$ cat config.mk
export PLATFORM = sky130hd
export DESIGN_NAME = xtrig_matrix
export DESIGN_NICKNAME = d
export VERILOG_FILES = /design/src/rtl/xtrig_matrix.sv
export SDC_FILE = /design/constraint.sdc
export NUM_CORES = 1
export LEC_CHECK = 0
export BUFFER_PORTS_ARGS = -buffer_cell sky130_fd_sc_hd__buf_2
export CAP_MARGIN = 20
export CORE_ASPECT_RATIO = 0.8
export CORE_MARGIN = 1
export CORE_UTILIZATION = 56
export DETAILED_ROUTE_END_ITERATION = 6
export PLACE_DENSITY = 0.91
export SYNTH_ARGS = -nofsm -noshare
export SYNTH_HDL_FRONTEND = slang
export SYNTH_SLANG_ARGS = --single-unit
$ cat constraint.sdc
create_clock -name clk -period 2.4 [get_ports clk]
set_input_delay 0 -clock clk [delete_from_list [all_inputs] [get_ports clk]]
set_output_delay 0 -clock clk [all_outputs]
set_load 0.02 [all_outputs]
$ cat src/rtl/xtrig_matrix.sv
module xtrig_matrix #(
  parameter int          N_IN  = 8,
  parameter int          N_OUT = 8,
  parameter int          N_CH  = 4,
  parameter logic [31:0] KEY   = 32'hC5ACCE55
) (
  input  logic             clk,
  input  logic             rst_n,
  input  logic             bus_sel,
  input  logic             bus_wr,
  input  logic [11:0]      bus_addr,
  input  logic [31:0]      bus_wdata,
  output logic [31:0]      bus_rdata,
  input  logic [N_IN-1:0]  trig_in,
  output logic [N_OUT-1:0] trig_out
);
  localparam logic [9:0] A_CTRL  = 10'h000;
  localparam logic [9:0] A_ACK   = 10'h004;
  localparam logic [9:0] A_SET   = 10'h005;
  localparam logic [9:0] A_CLR   = 10'h006;
  localparam logic [9:0] A_PUL   = 10'h007;
  localparam logic [9:0] A_INEN  = 10'h008;
  localparam logic [9:0] A_OUTEN = 10'h028;
  localparam logic [9:0] A_TIS   = 10'h04C;
  localparam logic [9:0] A_TOS   = 10'h04D;
  localparam logic [9:0] A_CIS   = 10'h04E;
  localparam logic [9:0] A_COS   = 10'h04F;
  localparam logic [9:0] A_LAR   = 10'h3EC;
  localparam logic [9:0] A_LSR   = 10'h3ED;

  logic [9:0]       waddr;
  logic             locked_q, en_q;
  logic [N_CH-1:0]  in_mask  [N_IN];
  logic [N_CH-1:0]  out_mask [N_OUT];
  logic [N_CH-1:0]  sw_set_q, pulse_q, chan_in, chan_out;
  logic [N_OUT-1:0] trig_q, hit, ack_bits;
  logic             lar_wr, cfg_wr, pul_wr;
  logic [31:0]      rd_next;

  assign waddr    = bus_addr[11:2];
  assign lar_wr   = bus_sel & bus_wr & (waddr == A_LAR);
  assign cfg_wr   = bus_sel & bus_wr & ~locked_q & (waddr != A_LAR);
  assign pul_wr   = cfg_wr & (waddr == A_PUL);
  assign ack_bits = (cfg_wr && waddr == A_ACK) ? bus_wdata[N_OUT-1:0] : '0;
  assign trig_out = trig_q;

  always_ff @(posedge clk or negedge rst_n)
    if (!rst_n) locked_q <= 1'b1;
    else if (lar_wr) locked_q <= (bus_wdata != KEY);

  always_ff @(posedge clk or negedge rst_n)
    if (!rst_n) en_q <= 1'b0;
    else if (cfg_wr && waddr == A_CTRL) en_q <= bus_wdata[0];

  always_ff @(posedge clk or negedge rst_n)
    if (!rst_n) sw_set_q <= '0;
    else if (cfg_wr && waddr == A_SET) sw_set_q <= sw_set_q | bus_wdata[N_CH-1:0];
    else if (cfg_wr && waddr == A_CLR) sw_set_q <= sw_set_q & ~bus_wdata[N_CH-1:0];

  always_ff @(posedge clk or negedge rst_n)
    if (!rst_n) pulse_q <= '0;
    else pulse_q <= pul_wr ? bus_wdata[N_CH-1:0] : '0;

  for (genvar gi = 0; gi < N_IN; gi++) begin : g_in
    always_ff @(posedge clk or negedge rst_n)
      if (!rst_n) in_mask[gi] <= '0;
      else if (cfg_wr && waddr == 10'(A_INEN + gi)) in_mask[gi] <= bus_wdata[N_CH-1:0];
  end

  for (genvar go = 0; go < N_OUT; go++) begin : g_out
    always_ff @(posedge clk or negedge rst_n)
      if (!rst_n) out_mask[go] <= '0;
      else if (cfg_wr && waddr == 10'(A_OUTEN + go)) out_mask[go] <= bus_wdata[N_CH-1:0];
    assign hit[go] = en_q & |(chan_out & out_mask[go]);
  end

  always_comb begin
    chan_in = '0;
    for (int n = 0; n < N_IN; n++)
      if (trig_in[n]) chan_in = chan_in | in_mask[n];
  end
  assign chan_out = chan_in | sw_set_q | pulse_q;

  always_ff @(posedge clk or negedge rst_n)
    if (!rst_n) trig_q <= '0;
    else trig_q <= (trig_q & ~ack_bits) | hit;

  always_comb begin
    rd_next = '0;
    case (waddr)
      A_CTRL: rd_next[0]        = en_q;
      A_SET:  rd_next[N_CH-1:0] = sw_set_q;
      A_TIS:  rd_next[N_IN-1:0] = trig_in;
      A_TOS:  rd_next[N_OUT-1:0] = trig_q;
      A_CIS:  rd_next[N_CH-1:0] = chan_in;
      A_COS:  rd_next[N_CH-1:0] = chan_out;
      A_LSR:  rd_next[1:0]      = {1'b1, locked_q};
      default: ;
    endcase
    for (int n = 0; n < N_IN; n++)
      if (waddr == 10'(A_INEN + n)) rd_next[N_CH-1:0] = in_mask[n];
    for (int m = 0; m < N_OUT; m++)
      if (waddr == 10'(A_OUTEN + m)) rd_next[N_CH-1:0] = out_mask[m];
  end

  always_ff @(posedge clk or negedge rst_n)
    if (!rst_n) bus_rdata <= '0;
    else if (bus_sel && !bus_wr) bus_rdata <= rd_next;

  AST_UNLOCK_KEY: assert property (@(posedge clk) disable iff (!rst_n)
    (lar_wr && bus_wdata == KEY) |=> !locked_q);
  AST_RELOCK: assert property (@(posedge clk) disable iff (!rst_n)
    (lar_wr && bus_wdata != KEY) |=> locked_q);
  AST_LOCKED_CTRL: assert property (@(posedge clk) disable iff (!rst_n)
    (locked_q && bus_sel && bus_wr && waddr == A_CTRL) |=> $stable(en_q));
  AST_OUT_HOLD: assert property (@(posedge clk) disable iff (!rst_n)
    (ack_bits == '0) |=> ((trig_q & $past(trig_q)) == $past(trig_q)));
  AST_NO_SET_DISABLED: assert property (@(posedge clk) disable iff (!rst_n)
    !en_q |=> ((trig_q & ~$past(trig_q)) == '0));
  AST_PULSE_ONE: assert property (@(posedge clk) disable iff (!rst_n)
    (pulse_q != '0 && !pul_wr) |=> (pulse_q == '0));
endmodule

After elaboration in Yosys (flattened, before gate mapping) --
Cells that the tools add are included.
Storage, ports and cells: bits in latches 0, ROM bits 0, memories kept 0, RAM bits 0, logic and storage cells 151, input port bits 56, output and inout bits 40, flip-flop bits (word level) 90
Operators by class: multipliers 0, order comparisons 0, muxes and demuxes 32, reduce and logical (&&, ||, !) cells 32, bitwise operators 37, divide/modulo/power cells 0, eq/ne operators 28, shifts and indexed selects 0, $add $sub $neg 0
Operator list (count):
- 2-to-1 mux 4 bit | 27
- equality test 10 x 4 -> 1 bit, second input constant | 8
- equality test 10 x 6 -> 1 bit, second input constant | 8
- equality test 10 x 3 -> 1 bit, second input constant | 4
- equality test 10 x 7 -> 1 bit, second input constant | 4
- bitwise OR 4 bit | 10
- bitwise AND 4 bit | 9
- != test 32 bit, second input constant | 1
- OR reduction 4 bit | 8
- logical AND 1 bit | 21
- equality test 10 bit, second input constant | 2
- bitwise AND 1 bit | 13
- logical NOT 10 bit | 1
- != test 10 bit, second input constant | 1
- one-hot mux 2 bit (5 select lines) | 1
- bitwise AND 8 bit | 1
- 2-to-1 mux 8 bit | 1
- NOT 8 bit | 1
- bitwise OR 8 bit | 1
- one-hot mux 4 bit (2 select lines) | 1
- one-hot mux 1 bit (7 select lines) | 1
- one-hot mux 1 bit (6 select lines) | 1
- NOT 4 bit | 1
- nonzero test 2 bit | 1
- other kinds (2) | 2

Logic depth before layout (Yosys ltp) --
Gate-level depths: netlist of the first run.
depth in word-level cells 34, gate-level depth with buffers 10, depth with buffers taken out 7

Worst setup path after synthesis of the first run --
OpenSTA, ideal clock, no wires.
path kind reg-to-reg, start register in_mask[4] (netlist bit), end register bus_rdata[0], path buffers 0, data required time 2.278 ns, stages on the path, launching flop included 8, clock period less this slack 1.950 ns, setup time 0.122 ns, slack 0.450 ns, arrival time 1.828 ns, path through dfrtp_1 > a22o_1 > a221oi_1 > nand3_1 > a2111oi_0 > o211ai_1 > a21oi_1 > o21ai_1
Between the ends: cells in the longest elaborated chain, start to end 23
RTL lines:
- start: declaration | RTL line 33 | logic [N_CH-1:0] in_mask [N_IN];
- start signal: indexed assignment | RTL line 67 | else if (cfg_wr && waddr == 10'(A_INEN + gi)) in_mask[gi] <= bus_wdata[N_CH-1:0];
- bitwise OR 4 bit | RTL line 80 | if (trig_in[n]) chan_in = chan_in | in_mask[n];
- 2-to-1 mux 4 bit | RTL line 80
- bitwise OR 4 bit | RTL line 80
- 2-to-1 mux 4 bit | RTL line 80
- bitwise OR 4 bit (2 in series) | RTL line 82 | assign chan_out = chan_in | sw_set_q | pulse_q;
- one-hot mux 1 bit (7 select lines) | RTL line 90 | case (waddr)
- 2-to-1 mux 4 bit (6 in series) | RTL line 101 | if (waddr == 10'(A_INEN + n)) rd_next[N_CH-1:0] = in_mask[n];
- 2-to-1 mux 4 bit * (2 in series) | RTL line 101
- 2-to-1 mux 4 bit * (8 in series) | RTL line 103 | if (waddr == 10'(A_OUTEN + m)) rd_next[N_CH-1:0] = out_mask[m];
- end signal: assignment | RTL line 108 | else if (bus_sel && !bus_wr) bus_rdata <= rd_next;
- end: declaration | RTL line 13 | output logic [31:0] bus_rdata,
Every way passes the cells marked *; elsewhere a longest branch is shown, timed or not. A chain may end at the register's enable or synchronous reset.

Worst setup path after layout of the first run --
start register in_mask[22] (netlist bit), end register trig_q[6], in the netlist trig_out[6]
Between the ends: cells in the longest elaborated chain, start to end 18
RTL lines:
- bitwise OR 4 bit * | RTL line 80
- 2-to-1 mux 4 bit * | RTL line 80
- bitwise OR 4 bit | RTL line 80
- 2-to-1 mux 4 bit * | RTL line 80
- bitwise OR 4 bit | RTL line 80
- 2-to-1 mux 4 bit * | RTL line 80
- bitwise OR 4 bit | RTL line 80
- 2-to-1 mux 4 bit * | RTL line 80
- bitwise OR 4 bit | RTL line 80
- 2-to-1 mux 4 bit * | RTL line 80
- bitwise OR 4 bit | RTL line 80
- 2-to-1 mux 4 bit * | RTL line 80
- bitwise OR 4 bit * (2 in series) | RTL line 82
- bitwise AND 4 bit * | RTL line 74 | assign hit[go] = en_q & |(chan_out & out_mask[go]);
- OR reduction 4 bit * | RTL line 74
- bitwise AND 1 bit * | RTL line 74
- bitwise OR 8 bit * | RTL line 86 | else trig_q <= (trig_q & ~ack_bits) | hit;
- end signal: assignment | RTL line 86
- end: declaration | RTL line 36 | logic [N_OUT-1:0] trig_q, hit, ack_bits;
Marked as above.

==> results of run 1 <==
==> critical path, stage by stage, from the launching register on <==
cell,delay (ns)
sky130_fd_sc_hd__dfrtp_1,0.42
sky130_fd_sc_hd__a22oi_1,0.20
sky130_fd_sc_hd__nand4_1,0.21
sky130_fd_sc_hd__or3_1,0.40
sky130_fd_sc_hd__buf_4,0.19
sky130_fd_sc_hd__a22oi_1,0.20
sky130_fd_sc_hd__nand2_1,0.15
sky130_fd_sc_hd__a22o_1,0.27
==> worst min-delay path by stage <==
stage                     startpoint                         end  slack (ns)  cells past startpoint
after CTS                 trig_in[7]                bus_rdata[7]        0.02                      3
after global routing      trig_in[7]                bus_rdata[7]        0.05                      3
after global placement         rst_n                 in_mask[23]        0.25                      1
final                     trig_in[7]                bus_rdata[7]        0.04                      3
after detailed placement       rst_n                 in_mask[21]        0.28                      1
after floorplan                rst_n  asynchronous set/reset pin       -0.30                      0
==> flip-flops by register name, summed over array words and instances (netlist names), named ones only <==
register / flops
in_mask: 32
trig_out: 8
pulse_q: 4
bus_rdata: 8
locked_q: 1
en_q: 1
out_mask: 32
==> cell usage after synthesis, types with 9 or more instances <==
library cell               number
sky130_fd_sc_hd__a22oi_1       33
sky130_fd_sc_hd__buf_4         25
sky130_fd_sc_hd__nand2_1       64
sky130_fd_sc_hd__a221oi_1      10
sky130_fd_sc_hd__mux2_2        45
sky130_fd_sc_hd__o22ai_1        9
sky130_fd_sc_hd__o21ai_0       29
sky130_fd_sc_hd__dfrtp_1       89
sky130_fd_sc_hd__a22o_1        11
sky130_fd_sc_hd__nand3_1       16
sky130_fd_sc_hd__clkbuf_1       9
sky130_fd_sc_hd__inv_1         14
sky130_fd_sc_hd__nor3_1         9
sky130_fd_sc_hd__nor2_1        39
sky130_fd_sc_hd__a21oi_1       23
sky130_fd_sc_hd__o21ai_1       16
==> cell usage in the layout (no fill, tap or decap), drive strengths merged, types with 4 or more instances in the layout <==
master,count
o22ai,9
or3,4
nand2b,4
a22oi,33
a221oi,10
nand4,6
o21ai,45
nor2,47
nor4,5
nand3,17
a21oi,23
clkbuf,9
a22o,11
and4,4
mux2,48
nor3,18
buf,90
dlygate4sd3,7
nand2,65
nor4bb,6
inv,16
dfrtp,89
conb,24
==> per-layer routing <==
metal  wire length (um)  track usage [%]  up-vias
met5                  0                0        -
met1               6934            47.76     2458
met2               7521            53.47      384
li1                   -                -     2206
met3               2376            12.68       51
met4                457            12.73        0
==> power groups by stage <==
stage	clock (W)	combinational, W	sequential (W)
after detailed placement	0	0.000315	0.00156
final	0.00140	0.000339	0.00153
after CTS	0.00143	0.000324	0.00153
after global routing	0.00148	0.000360	0.00153
after global placement	0	0.000309	0.00156
after floorplan	0	0.000173	0.00158
==> layout make-up <==
type	count	area [sq um]	share of cell area (%)
multi-input cells	428	2796	45.52
repair buffers	97	595.6	9.695
well taps	115	143.9	2.342
inverters	14	52.55	0.8554
clock inverters	7	76.32	1.242
clock buffers	9	225.2	3.666
flip-flops and latches	90	2253	36.68
==> per-stage QoR <==
step | instances | total power [W] | hold slack [ns] | instance area [sq um] | util, %
floorplan | 577 | 0.001748 | -0.2956 | 5374 | -
global placement | 736 | 0.001870 | 0.2471 | 5744 | 63.02
detailed placement | 736 | 0.001877 | 0.2770 | 5744 | 63.02
CTS | 759 | 0.003283 | 0.02438 | 6116 | 67.10
global route | 760 | 0.003369 | 0.05326 | 6143 | 67.40
finish | 760 | 0.003277 | 0.03586 | 6143 | 67.40
==> cell families (layout without fill, tap and decap cells) <==
logic type | Yosys count | count (layout) | share of synthesized area, %
muxes | 51 | 51 | 10.79
other | 1 | 24 | 0.07092
and+or+nand+nor | 198 | 198 | 20.80
buffers and inverters | 59 | 127 | 6.129
DFF | 90 | 90 | 42.62
AOI/OAI and AO/OA | 155 | 155 | 19.59
==> metrics.txt, run 1 <==
arrival time worst endpoint 2.39 ns; count of distinct cell types in the synthesized netlist just under 60; average detailed-routed wire length per instance 22.75 um; combinational fraction of design power between 10% and 20%; core area roughly 0.009 sq mm; Top-Level Pins 96; reported leakage power 2.821 nW; htree depth 3; Worst Setup EP trig_out[6]; violation count after the first detailed-routing iteration between 600 and 700; wire length of the first global-routing pass 26040 um; vias after detailed routing between 5000 and 6000; proportion of synthesized chip area in sequential cells 42.62%; detailed-router iteration count before antenna repair 7; Setup WS pre-CTS roughly 0.27 ns; r2r startpoint in_mask[22]; number of storage elements in the synthesis netlist 90; # fillers between 700 and 800; clock latency reported for the late side of the worst-skew pair approximately 0.35 ns; site row count 31; clock root cell sky130_fd_sc_hd__clkbuf_16; type of the setup path with the least slack flop to flop; clock buffers created by TritonCTS 9; violations in the final reports design-rule violations; switching power ~0.00084 W; total negative setup slack 0 ns; run status finished, violations left; drt drc 1; routed wire length 17290 um; dominant cell type by area after synthesis sky130_fd_sc_hd__dfrtp_1; maximum number of pins on one net before global-route repair around 90; Remaining Overflow, GRT 0; minimum setup slack among reg-to-reg paths roughly 0.23 ns; CP endpoint kind flop; launch point of the critical path in_mask[22]; maximum VDD drop just over 800 uV; overall global routing resource usage 35.48%; overall die area 0.009837 sq mm; largest driver fanout on the critical path 8; max-cap viol count 0; vertical extent of the die 88.91 um; nets@finish roughly 700; area overhead of the layout relative to synthesis 16.19%; post-detailed-route count of antenna-violating nets 0; reg2reg end trig_out[6]; crit path launch type flop; worst slew margin relative to its limit roughly 52%; total of cells resized after clock tree synthesis 0; Synth async-reset ratio 100.0%; Final GP Congestion a little under 1; starting density of the core 58.01%; horizontal die dimension approximately 110 um; number of hold-slack violations in the final timing report 0; clk buf depth 2; synthesized area divided by synthesized cell count between 9 and 10 sq um; unrepaired setup endpoints after global routing no; number of setup violations in the final report 0; top post-synthesis cells by area sky130_fd_sc_hd__dfrtp_1 42%, sky130_fd_sc_hd__mux2_2 9.6%, sky130_fd_sc_hd__a22oi_1 4.7%, sky130_fd_sc_hd__nand2_1 4.5%, sky130_fd_sc_hd__buf_4 3.5%; clk sink count 90; input/output buffers between 60 and 70; Clock transition at path regs ~0.06 ns; Inserted Diodes 0; cell-internal power between 0.002 and 0.0025 W; most used flip-flop cell after synthesis sky130_fd_sc_hd__dfrtp_1; yosys warns 0; final critical-path setup slack about 0.23 ns; Post-Synthesis Cells around 550; share of final-layout standard cells stronger than drive strength 1 between 20% and 30%; number of antenna violations at the first check in global routing 0; class of the tightest hold or removal check input port to flop; per-cell via count in the routed design between 6 and 7; area of the mapped netlist around 0.0053 sq mm; placed wire-length estimate after detailed placement 12530 um; number of enable flip-flop cells after synthesis 0; number of buffers inserted to repair setup after CTS 0; share of power burned in registers between 40 and 50%; ratio of total power to cell area 533.4 mW/mm^2; Clk pwr share a little over two fifths; required time reported for the critical path endpoint around 2.6 ns; via count of the first global-routing pass roughly 4700; post-cts hold buffer count 7; final critical delay including setup and external delays roughly 2.2 ns; switch share roughly 26%; Fmax ~0.46 GHz; clock skew between 0.008 and 0.009 ns; max-slew violation count 0; top-area cell type share of the netlist area 42.12%; transition time of the tightest slew-check pin between 0.7 and 0.8 ns; number of cell instances on the worst register-to-register path 7; final period utilization between 90% and 100%; clock tree from TritonCTS yes
No activity file was read; power rests on OpenSTA's default activity.
==> inputs of run 2 (changes only) <==
--- a/config.mk
+++ b/config.mk
@@ -9,9 +9,10 @@
 export CAP_MARGIN = 20
 export CORE_ASPECT_RATIO = 0.8
 export CORE_MARGIN = 1
-export CORE_UTILIZATION = 56
+export CORE_UTILIZATION = 58
 export DETAILED_ROUTE_END_ITERATION = 6
-export PLACE_DENSITY = 0.91
+export PLACE_DENSITY = 0.94
+export SLEW_MARGIN = 20
 export SYNTH_ARGS = -nofsm -noshare
 export SYNTH_HDL_FRONTEND = slang
 export SYNTH_SLANG_ARGS = --single-unit
==> constraint.sdc (replaced) <==
create_clock -name clk -period 2.8 [get_ports clk]
set_input_delay 0 -clock clk [delete_from_list [all_inputs] [get_ports clk]]
set_output_delay 0 -clock clk [all_outputs]
set_load 0.02 [all_outputs]
==> metrics.txt, run 2 (synthesis gave the netlist of run 1 again) <==
clk sink count 90 (unchanged); launch point of the critical path in_mask[4]; Clock transition at path regs 0.06 ns (about the same); Inserted Diodes 0 (unchanged); total of cells resized after clock tree synthesis 0 (unchanged); most common cell after layout, fill and taps aside sky130_fd_sc_hd__dfrtp_1; required time reported for the critical path endpoint 3.04 ns (+0.41 ns); post-route total power 0.002754 W (-16%); multi-input gate area in the final layout 0.002796 sq mm (unchanged); nets@finish 684 (-1.7%); class of the tightest hold or removal check input port to flop; drt drc 13 (+12); reg2reg end bus_rdata[0]; overall global routing resource usage 38.57% (+3.1 points); clock root cell sky130_fd_sc_hd__clkbuf_16; placed wire-length estimate after detailed placement 12720 um (+1.5%); transition time of the tightest slew-check pin 0.8301 ns (+0.1118 ns); site row count 30 (-3.2%); area overhead of the layout relative to synthesis 13.72%; number of antenna violations at the first check in global routing 0 (unchanged); maximum number of pins on one net before global-route repair 91 (unchanged); Final GP Congestion 0.9909 (+1.4%); Fmax 0.4221 GHz (-8.5%); average detailed-routed wire length per instance 23.67 um (+4.0%); vertical extent of the die 87.40 um (-1.7%); per-cell via count in the routed design 6.898 (+2.8%); starting density of the core 60.98% (+3.0 points); # fillers 672 (-5.9%); Cell Count, Final, Fillers Out 745 (-2.0%); share of final-layout standard cells stronger than drive strength 1 26.22% (-1.5 points); placed insts 722 (-1.9%); most frequent cells in the layout 89 x sky130_fd_sc_hd__dfrtp_1, 68 x sky130_fd_sc_hd__buf_2, 64 x sky130_fd_sc_hd__nand2_1; arrival time worst endpoint 2.61 ns (+0.22 ns); clock buffers created by TritonCTS 9 (unchanged); core area 0.008671 sq mm (-4.9%); area taken by flip-flops and latches 0.002253 sq mm (unchanged); crit path launch type flop; post-detailed-route count of antenna-violating nets 0 (unchanged); max-cap viol count 0 (unchanged); detailed-router iteration count before antenna repair 7 (unchanged); clock latency reported for the late side of the worst-skew pair 0.35 ns (about the same); unrepaired setup endpoints after global routing no; violation count after the first detailed-routing iteration 690 (+5.7%); largest registers in the final layout in_mask (32), out_mask (32); Remaining Overflow, GRT 0 (unchanged); worst slew margin relative to its limit 44.66% (-7.4 points); largest driver fanout on the critical path 3 (-5); vias after detailed routing 5139 (+0.78%); input/output buffers 69 (unchanged); final period utilization 84.62% (-5.7 points); overall die area 0.009505 sq mm (-3.4%); clk buf depth 2 (unchanged); number of cell instances on the worst register-to-register path 7 (unchanged); violations in the final reports design-rule violations; htree depth 3 (unchanged); max-slew violation count 0 (unchanged); Worst Setup EP bus_rdata[0]; CP endpoint kind flop; routed wire length 17630 um (+2.0%); number of setup violations in the final report 0 (unchanged); wire length of the first global-routing pass 26450 um (+1.6%); minimum setup slack among reg-to-reg paths 0.43 ns (+0.20 ns); number of hold-slack violations in the final timing report 0 (unchanged); Top-Level Pins 96 (unchanged); run status finished, violations left; ratio of total power to cell area 458.0 mW/mm^2 (-14%); via count of the first global-routing pass 4750 (+1.5%); number of buffers inserted to repair setup after CTS 0 (unchanged); total negative setup slack 0 ns (unchanged); final critical delay including setup and external delays 2.369 ns (+0.2006 ns); clock tree from TritonCTS yes; post-cts hold buffer count 7 (unchanged); maximum VDD drop 537.9 uV (-34%); horizontal die dimension 108.8 um (-1.7%); reported leakage power 2.752 nW (-2.4%); r2r startpoint in_mask[4]; clock skew 0.005824 ns (-0.002552 ns); type of the setup path with the least slack flop to flop
[run 2: worst max-delay path: stages, from the launching register on]
cell and delay, ns:
sky130_fd_sc_hd__dfrtp_1 0.41, sky130_fd_sc_hd__a22o_1 0.25, sky130_fd_sc_hd__a221oi_1 0.32, sky130_fd_sc_hd__nand3_1 0.18, sky130_fd_sc_hd__a2111oi_0 0.56, sky130_fd_sc_hd__o211ai_1 0.24, sky130_fd_sc_hd__a21oi_1 0.21, sky130_fd_sc_hd__o21ai_1 0.08
[run 2: worst min-delay path by stage]
| stage | startpoint | end | slack, ns | cells past startpoint |
|---|---|---|---|---|
| 3_3_place_gp | rst_n | in_mask[21] | 0.25 | 1 |
| 5_1_grt | trig_in[4] | bus_rdata[4] | 0.04 | 3 |
| 3_5_place_dp | rst_n | in_mask[13] | 0.28 | 1 |
| 4_1_cts | trig_in[4] | bus_rdata[4] | 0.009 | 3 |
| 6_report | trig_in[4] | bus_rdata[4] | 0.02 | 3 |
| 2_1_floorplan | rst_n | asynchronous set/reset pin | -0.30 | 0 |
[run 2: report_power, final]
group / internal, W / switching, W / total, W / leakage [nW]
clock network: 0.000613 / 0.000546 / 0.00116 / 0.137
registers: 0.00131 / 0.00000588 / 0.00131 / 1.20
logic: 0.0000767 / 0.000204 / 0.000281 / 1.42
[run 2: metrics by stage]
stage	util, %	cell area, sq um	worst slack [ns]	hold WS (ns)
after detailed placement	65.25	5658	0.5187	0.2847
after global placement	65.25	5658	0.5528	0.2518
after floorplan	-	5374	0.8500	-0.2956
after global routing	69.35	6013	0.3126	0.03726
final	69.35	6013	0.4307	0.01691
after CTS	69.31	6010	0.5105	0.008582
[run 2: final cells by class]
class,instances,share of cell area (%)
Tap cell,112,2.330
Clock buffer,10,3.808
Clock inverter,6,0.8739
Timing Repair Buffer,85,8.136
Inverter,14,0.8739
Sequential cell,90,37.47
Multi-Input combinational cell,428,46.50
[run 2: per-layer routing]
metal / share of wire, % / track usage (%) / vias to the layer above
li1: - / - / 2180
met3: 14 / 11.44 / 66
met4: 3.4 / 15.36 / 0
met2: 43 / 56.62 / 422
met5: 0 / 0 / -
met1: 39 / 53.42 / 2471
